File: config.mk
export PLATFORM = sky130hd
export DESIGN_NAME = gpio_port
export DESIGN_NICKNAME = d
export VERILOG_FILES = /design/src/rtl/gpio_port_pkg.sv /design/src/rtl/gpio_bit_map.sv /design/src/rtl/gpio_in_sync.sv /design/src/rtl/gpio_out_regs.sv /design/src/rtl/gpio_port.sv
export SDC_FILE = /design/constraint.sdc
export NUM_CORES = 1
export LEC_CHECK = 0
export ABC_AREA = 0
export BUFFER_PORTS_ARGS = -buffer_cell sky130_fd_sc_hd__buf_2
export CORE_ASPECT_RATIO = 1.2
export CORE_MARGIN = 3
export CORE_UTILIZATION = 57
export CTS_BUF_LIST = sky130_fd_sc_hd__clkbuf_4 sky130_fd_sc_hd__clkbuf_8
export DETAILED_ROUTE_END_ITERATION = 10
export MAX_ROUTING_LAYER = met4
export PLACE_DENSITY = 0.87
export SLEW_MARGIN = 20
export SYNTH_ARGS = -nofsm -noshare
export SYNTH_HDL_FRONTEND = slang
export SYNTH_SLANG_ARGS = --single-unit
File: constraint.sdc
create_clock -name clk -period 2.5 [get_ports clk]
set_clock_uncertainty 0.05 [all_clocks]
set_input_delay 0.375 -clock clk [delete_from_list [all_inputs] [get_ports clk]]
set_output_delay 0.375 -clock clk [all_outputs]
set_load 0.01 [all_outputs]
File: src/rtl/gpio_port_pkg.sv
package gpio_port_pkg;
   localparam int unsigned OFS_LEVEL = 0;
   localparam int unsigned OFS_SET   = 1;
   localparam int unsigned OFS_CLEAR = 2;
   localparam int unsigned OFS_DIR   = 3;

   typedef enum logic [1:0] {
      SEL_LEVEL,
      SEL_SET,
      SEL_CLEAR,
      SEL_DIR
   } gpio_sel_e;

   typedef struct packed {
      logic      hit;    // offset is mapped for reads
      logic      wr_ok;  // offset accepts writes
      gpio_sel_e sel;
   } gpio_dec_t;
endpackage

File: src/rtl/gpio_bit_map.sv
// Maps between bus bit order and line order; the mapping is its own inverse.
module gpio_bit_map #(
   parameter int unsigned W      = 16,
   parameter int unsigned MIRROR = 0
) (
   input  logic [W-1:0] din,
   output logic [W-1:0] dout
);
   if (MIRROR != 0) begin : g_mirror
      for (genvar i = 0; i < W; i++) begin : g_bit
         assign dout[i] = din[W-1-i];
      end
   end else begin : g_straight
      assign dout = din;
   end
endmodule

File: src/rtl/gpio_in_sync.sv
module gpio_in_sync #(
   parameter int unsigned W      = 16,
   parameter int unsigned STAGES = 2
) (
   input  logic         clk,
   input  logic         rst_n,
   input  logic [W-1:0] pad_in,
   output logic [W-1:0] level
);
   logic [W-1:0] stage_q [STAGES];

   always_ff @(posedge clk or negedge rst_n) begin
      if (!rst_n) begin
         for (int s = 0; s < STAGES; s++) stage_q[s] <= '0;
      end else begin
         stage_q[0] <= pad_in;
         for (int s = 1; s < STAGES; s++) stage_q[s] <= stage_q[s-1];
      end
   end

   assign level = stage_q[STAGES-1];
endmodule

File: src/rtl/gpio_out_regs.sv
module gpio_out_regs
   import gpio_port_pkg::*;
#(
   parameter int unsigned W          = 16,
   parameter int unsigned DIR_IS_OUT = 1,
   parameter int unsigned HAS_SETCLR = 1
) (
   input  logic         clk,
   input  logic         rst_n,
   input  logic         wr_en,
   input  gpio_dec_t    dec,
   input  logic [W-1:0] wr_line,
   output logic [W-1:0] latch_q,
   output logic [W-1:0] dir_q,
   output logic [W-1:0] oe
);
   localparam logic [W-1:0] DIR_RESET = (DIR_IS_OUT != 0) ? '0 : '1;
   localparam bit           SETCLR    = (HAS_SETCLR != 0);

   always_ff @(posedge clk or negedge rst_n) begin
      if (!rst_n) begin
         latch_q <= '0;
         dir_q   <= DIR_RESET;
      end else if (wr_en && dec.wr_ok) begin
         case (dec.sel)
            SEL_LEVEL: if (!SETCLR) latch_q <= wr_line;
            SEL_SET:   if (SETCLR)  latch_q <= latch_q | wr_line;
            SEL_CLEAR: if (SETCLR)  latch_q <= latch_q & ~wr_line;
            SEL_DIR:   dir_q <= wr_line;
            default:   ;
         endcase
      end
   end

   if (DIR_IS_OUT != 0) begin : g_dir_out
      assign oe = dir_q;
   end else begin : g_dir_in
      assign oe = ~dir_q;
   end
endmodule

File: src/rtl/gpio_port.sv
module gpio_port
   import gpio_port_pkg::*;
#(
   parameter int unsigned REG_W      = 16,
   parameter int unsigned ADDR_W     = 4,
   parameter int unsigned DIR_IS_OUT = 1,
   parameter int unsigned MIRROR     = 0,
   parameter int unsigned HAS_SETCLR = 1
) (
   input  logic              clk,
   input  logic              rst_n,
   input  logic [ADDR_W-1:0] addr,
   input  logic              wr_en,
   input  logic [REG_W-1:0]  wr_data,
   input  logic              rd_en,
   output logic [REG_W-1:0]  rd_data,
   input  logic [REG_W-1:0]  pad_in,
   output logic [REG_W-1:0]  pad_out,
   output logic [REG_W-1:0]  pad_oe
);
   localparam bit SETCLR = (HAS_SETCLR != 0);

   // elaboration-time parameter checks
   if (!(REG_W == 8 || REG_W == 16 || REG_W == 32 || REG_W == 64)) begin : g_bad_width
      $error("gpio_port: REG_W must be 8, 16, 32 or 64");
   end
   if (ADDR_W < 2) begin : g_bad_addr
      $error("gpio_port: ADDR_W must cover four word offsets");
   end
   if (DIR_IS_OUT > 1 || MIRROR > 1 || HAS_SETCLR > 1) begin : g_bad_flag
      $error("gpio_port: option parameters must be 0 or 1");
   end

   gpio_dec_t          dec;
   logic [REG_W-1:0]   wr_line;
   logic [REG_W-1:0]   lvl_line, lvl_bus;
   logic [REG_W-1:0]   latch_line, latch_bus;
   logic [REG_W-1:0]   dir_line, dir_bus;
   logic [REG_W-1:0]   rd_mux;

   always_comb begin
      dec = '{hit: 1'b0, wr_ok: 1'b0, sel: SEL_LEVEL};
      case (addr)
         ADDR_W'(OFS_LEVEL): dec = '{hit: 1'b1,   wr_ok: !SETCLR, sel: SEL_LEVEL};
         ADDR_W'(OFS_SET):   dec = '{hit: SETCLR, wr_ok: SETCLR,  sel: SEL_SET};
         ADDR_W'(OFS_CLEAR): dec = '{hit: 1'b0,   wr_ok: SETCLR,  sel: SEL_CLEAR};
         ADDR_W'(OFS_DIR):   dec = '{hit: 1'b1,   wr_ok: 1'b1,    sel: SEL_DIR};
         default:            ;
      endcase
   end

   gpio_bit_map #(.W(REG_W), .MIRROR(MIRROR)) i_map_wr (.din(wr_data),    .dout(wr_line));
   gpio_bit_map #(.W(REG_W), .MIRROR(MIRROR)) i_map_lv (.din(lvl_line),   .dout(lvl_bus));
   gpio_bit_map #(.W(REG_W), .MIRROR(MIRROR)) i_map_lt (.din(latch_line), .dout(latch_bus));
   gpio_bit_map #(.W(REG_W), .MIRROR(MIRROR)) i_map_dr (.din(dir_line),   .dout(dir_bus));

   gpio_in_sync #(.W(REG_W), .STAGES(2)) i_sync (
      .clk    (clk),
      .rst_n  (rst_n),
      .pad_in (pad_in),
      .level  (lvl_line)
   );

   gpio_out_regs #(.W(REG_W), .DIR_IS_OUT(DIR_IS_OUT), .HAS_SETCLR(HAS_SETCLR)) i_regs (
      .clk     (clk),
      .rst_n   (rst_n),
      .wr_en   (wr_en),
      .dec     (dec),
      .wr_line (wr_line),
      .latch_q (latch_line),
      .dir_q   (dir_line),
      .oe      (pad_oe)
   );

   assign pad_out = latch_line;

   always_comb begin
      case (dec.sel)
         SEL_LEVEL: rd_mux = lvl_bus;
         SEL_SET:   rd_mux = latch_bus;
         SEL_DIR:   rd_mux = dir_bus;
         default:   rd_mux = '0;
      endcase
   end

   always_ff @(posedge clk or negedge rst_n) begin
      if (!rst_n)                rd_data <= '0;
      else if (rd_en && dec.hit) rd_data <= rd_mux;
      else                       rd_data <= '0;
   end
endmodule

==> results.cfg <==
[synthesis]
synthesis.area_um2 = 2980
synth_seq_area_share_pct = 67.1
syn_avg_cell_area_um2 = 14.3
synth_fp_nets = 253
synth.distinct_cells = 24
syn-instance-count = 208
yosys_warnings = 0
synth_seq_cells = 80

[route]
via_count = 2090
wl_per_cell_um = 18.6
antenna_left = 0
wl_um = 6650
dr.first_iter.drc_count = 301
routed_via_density = 5.84
firstDrtPassIters = 5
remaining_drc_errors = 0

[placed_design]
place_congestion = 0.795
port_buffers = 87
placed_cell_area_um2 = 3440
dpl.hpwl_um = 4540

[worst_setup_path]
reg2reg_to = rd_data[7]
critPathLaunchType = primary input
critPathKind = in2reg
path_cells = buf_2, and2_1, ha_1, nand4bb_1, o21ai_0, o31ai_1
cp_max_fo = 14
slowest_delay_ps = 430
r2r_cells = 2
startpoint = addr[1]
worst_ep_arrival_time_ps = 1970
worstPathRequired_ps = 2660
timing.rr.start = i_regs.dir_q[7]
crit_path_top_delay_cell = nand4bb_1
cp-end-kind = register
regToRegSetupSlack_ps = 1450

[timing]
setup-tns-final_ps = 0
min_period_ps = 1810
tightest_slew_ps = 967
max_freq_mhz = 551
finalSetupViolCount = 0
rsz0062_at_grt = false
drv_slew = 0
max-slew-margin-rel_pct = 35.6
period_share_pct = 72.6
hold_viol = 0

[final_layout]
areaGrowthSynthToFinish_pct = 22.0
final_common_cell = buf_2
final_nets = 338
layout_common_cells = buf_2, dfrtp_1, nor2_1, a222oi_1, o21ai_0
drive_gt1_share_pct = 41.9
diodes = 0
final_util_pct = 72.6
fin_area_um2 = 3640

[worst_hold_path]
worstHoldStart = pad_in[6]
hold_class = in2reg

[clocking]
cts_resized = 0
clkTransAtPathRegs_ps = 80
clk_latency_ps = 350
cts_setup_buffers = 0
cts_tree = yes
cts_buffers = 9
cts_sinks = 80
htreeDepth = 3
clk_path_buf_depth = 2
cts-root-buf = clkbuf_8
cts-hold-fix-buffers = 0

[job]
cap_violations = 0

[run_status]
outcome = finished clean

[global_route]
grt_max_degree = 81
grt_pass1_wl_um = 10900
antenna_found_initial = 0
overflow = 0
grt_pass1_vias = 2113
grt_util_all_layers_pct = 24.7

[pwr]
ir_worst_vdd_uv = 778
p_per_area_nw_per_um2 = 726
power_leakage_nw = 1.97
power_mw = 2.64

[floorplan]
die_width_um = 72.0
fp.coreArea_um2 = 5010
fp.dieH_um = 85.2
dieArea_um2 = 6140
ios = 88
initial_utilization_pct = 59.5
rows = 28
[logic make-up (layout without fill, tap and decap cells)]
kind of cell | Yosys count | after routing | share of synthesized area, %
buf+inv | 27 | 117 | 4.07
flops | 80 | 80 | 67.1
compound gates | 39 | 39 | 10.3
mux | 25 | 25 | 10.3
simple gates | 32 | 32 | 6.08
fa+ha+maj | 5 | 5 | 2.10
[area by class of cell]
class	instances	area, um^2
Inverter	11	41.3
Multi-Input combinational cell	101	858
Timing Repair Buffer	90	460
Clock inverter	5	56.3
Clock buffer	11	145
Tap cell	60	75.1
Sequential cell	80	2000
Fill cell	335	1370
[critical path: cells and delay by family]
kind / cells / cell delay (ps)
AO/OA/AOI/OAI: 2 / 480
buffers and inverters: 1 / 170
adder cells (fa/ha/maj): 1 / 320
AND/OR/NAND/NOR: 2 / 640
[routing by layer]
layer	share of wire [%]	routed length [um]	track usage [%]
met5	0	0	-
met1	41	2730	31.9
met4	2.5	163	11.3
met3	6.3	419	6.28
met2	50	3340	36.9
[worst min-delay path by stage]
stage	to	cells after the start
final	i_sync.stage_q[22]	1
after global routing	i_sync.stage_q[22]	1
after CTS	i_sync.stage_q[18]	1
after detailed placement	i_sync.level[13]	0
after global placement	i_sync.level[6]	0
after floorplan	async pin	0
[cell usage after synthesis, drive strengths merged]
library cell | n | area (um^2)
a222oi | 16 | 160
clkbuf | 9 | 35.0
and2 | 2 | 12.5
o31ai | 7 | 52.6
nand4bb | 1 | 11.3
nand4 | 9 | 56.3
and4bb | 1 | 16.3
nand2b | 1 | 6.26
o21ai | 15 | 86.3
buf | 7 | 45.0
dfrtp | 80 | 2000
nor2 | 17 | 63.8
mux2i | 9 | 90.1
nand4b | 1 | 15.0
ha | 5 | 62.6
o21a | 1 | 7.51
inv | 11 | 41.3
mux2 | 16 | 218
[per-stage QoR]
step	setup WS, ps	hold slack [ps]	std cells
3_3_place_gp	491	282	342
2_1_floorplan	239	29.4	208
4_1_cts	737	59.6	358
5_1_grt	447	44.7	358
6_report	685	77.0	358
3_5_place_dp	390	285	342
[power by group]
| group | switching (mW) | internal, mW | total (mW) |
|---|---|---|---|
| clock | 0.447 | 0.498 | 0.945 |
| combinational | 0.158 | 0.114 | 0.272 |
| sequential | 0.0520 | 1.37 | 1.42 |
| total | 0.657 | 1.98 | 2.64 |
Note: power is estimated with default switching activity, not from simulation.
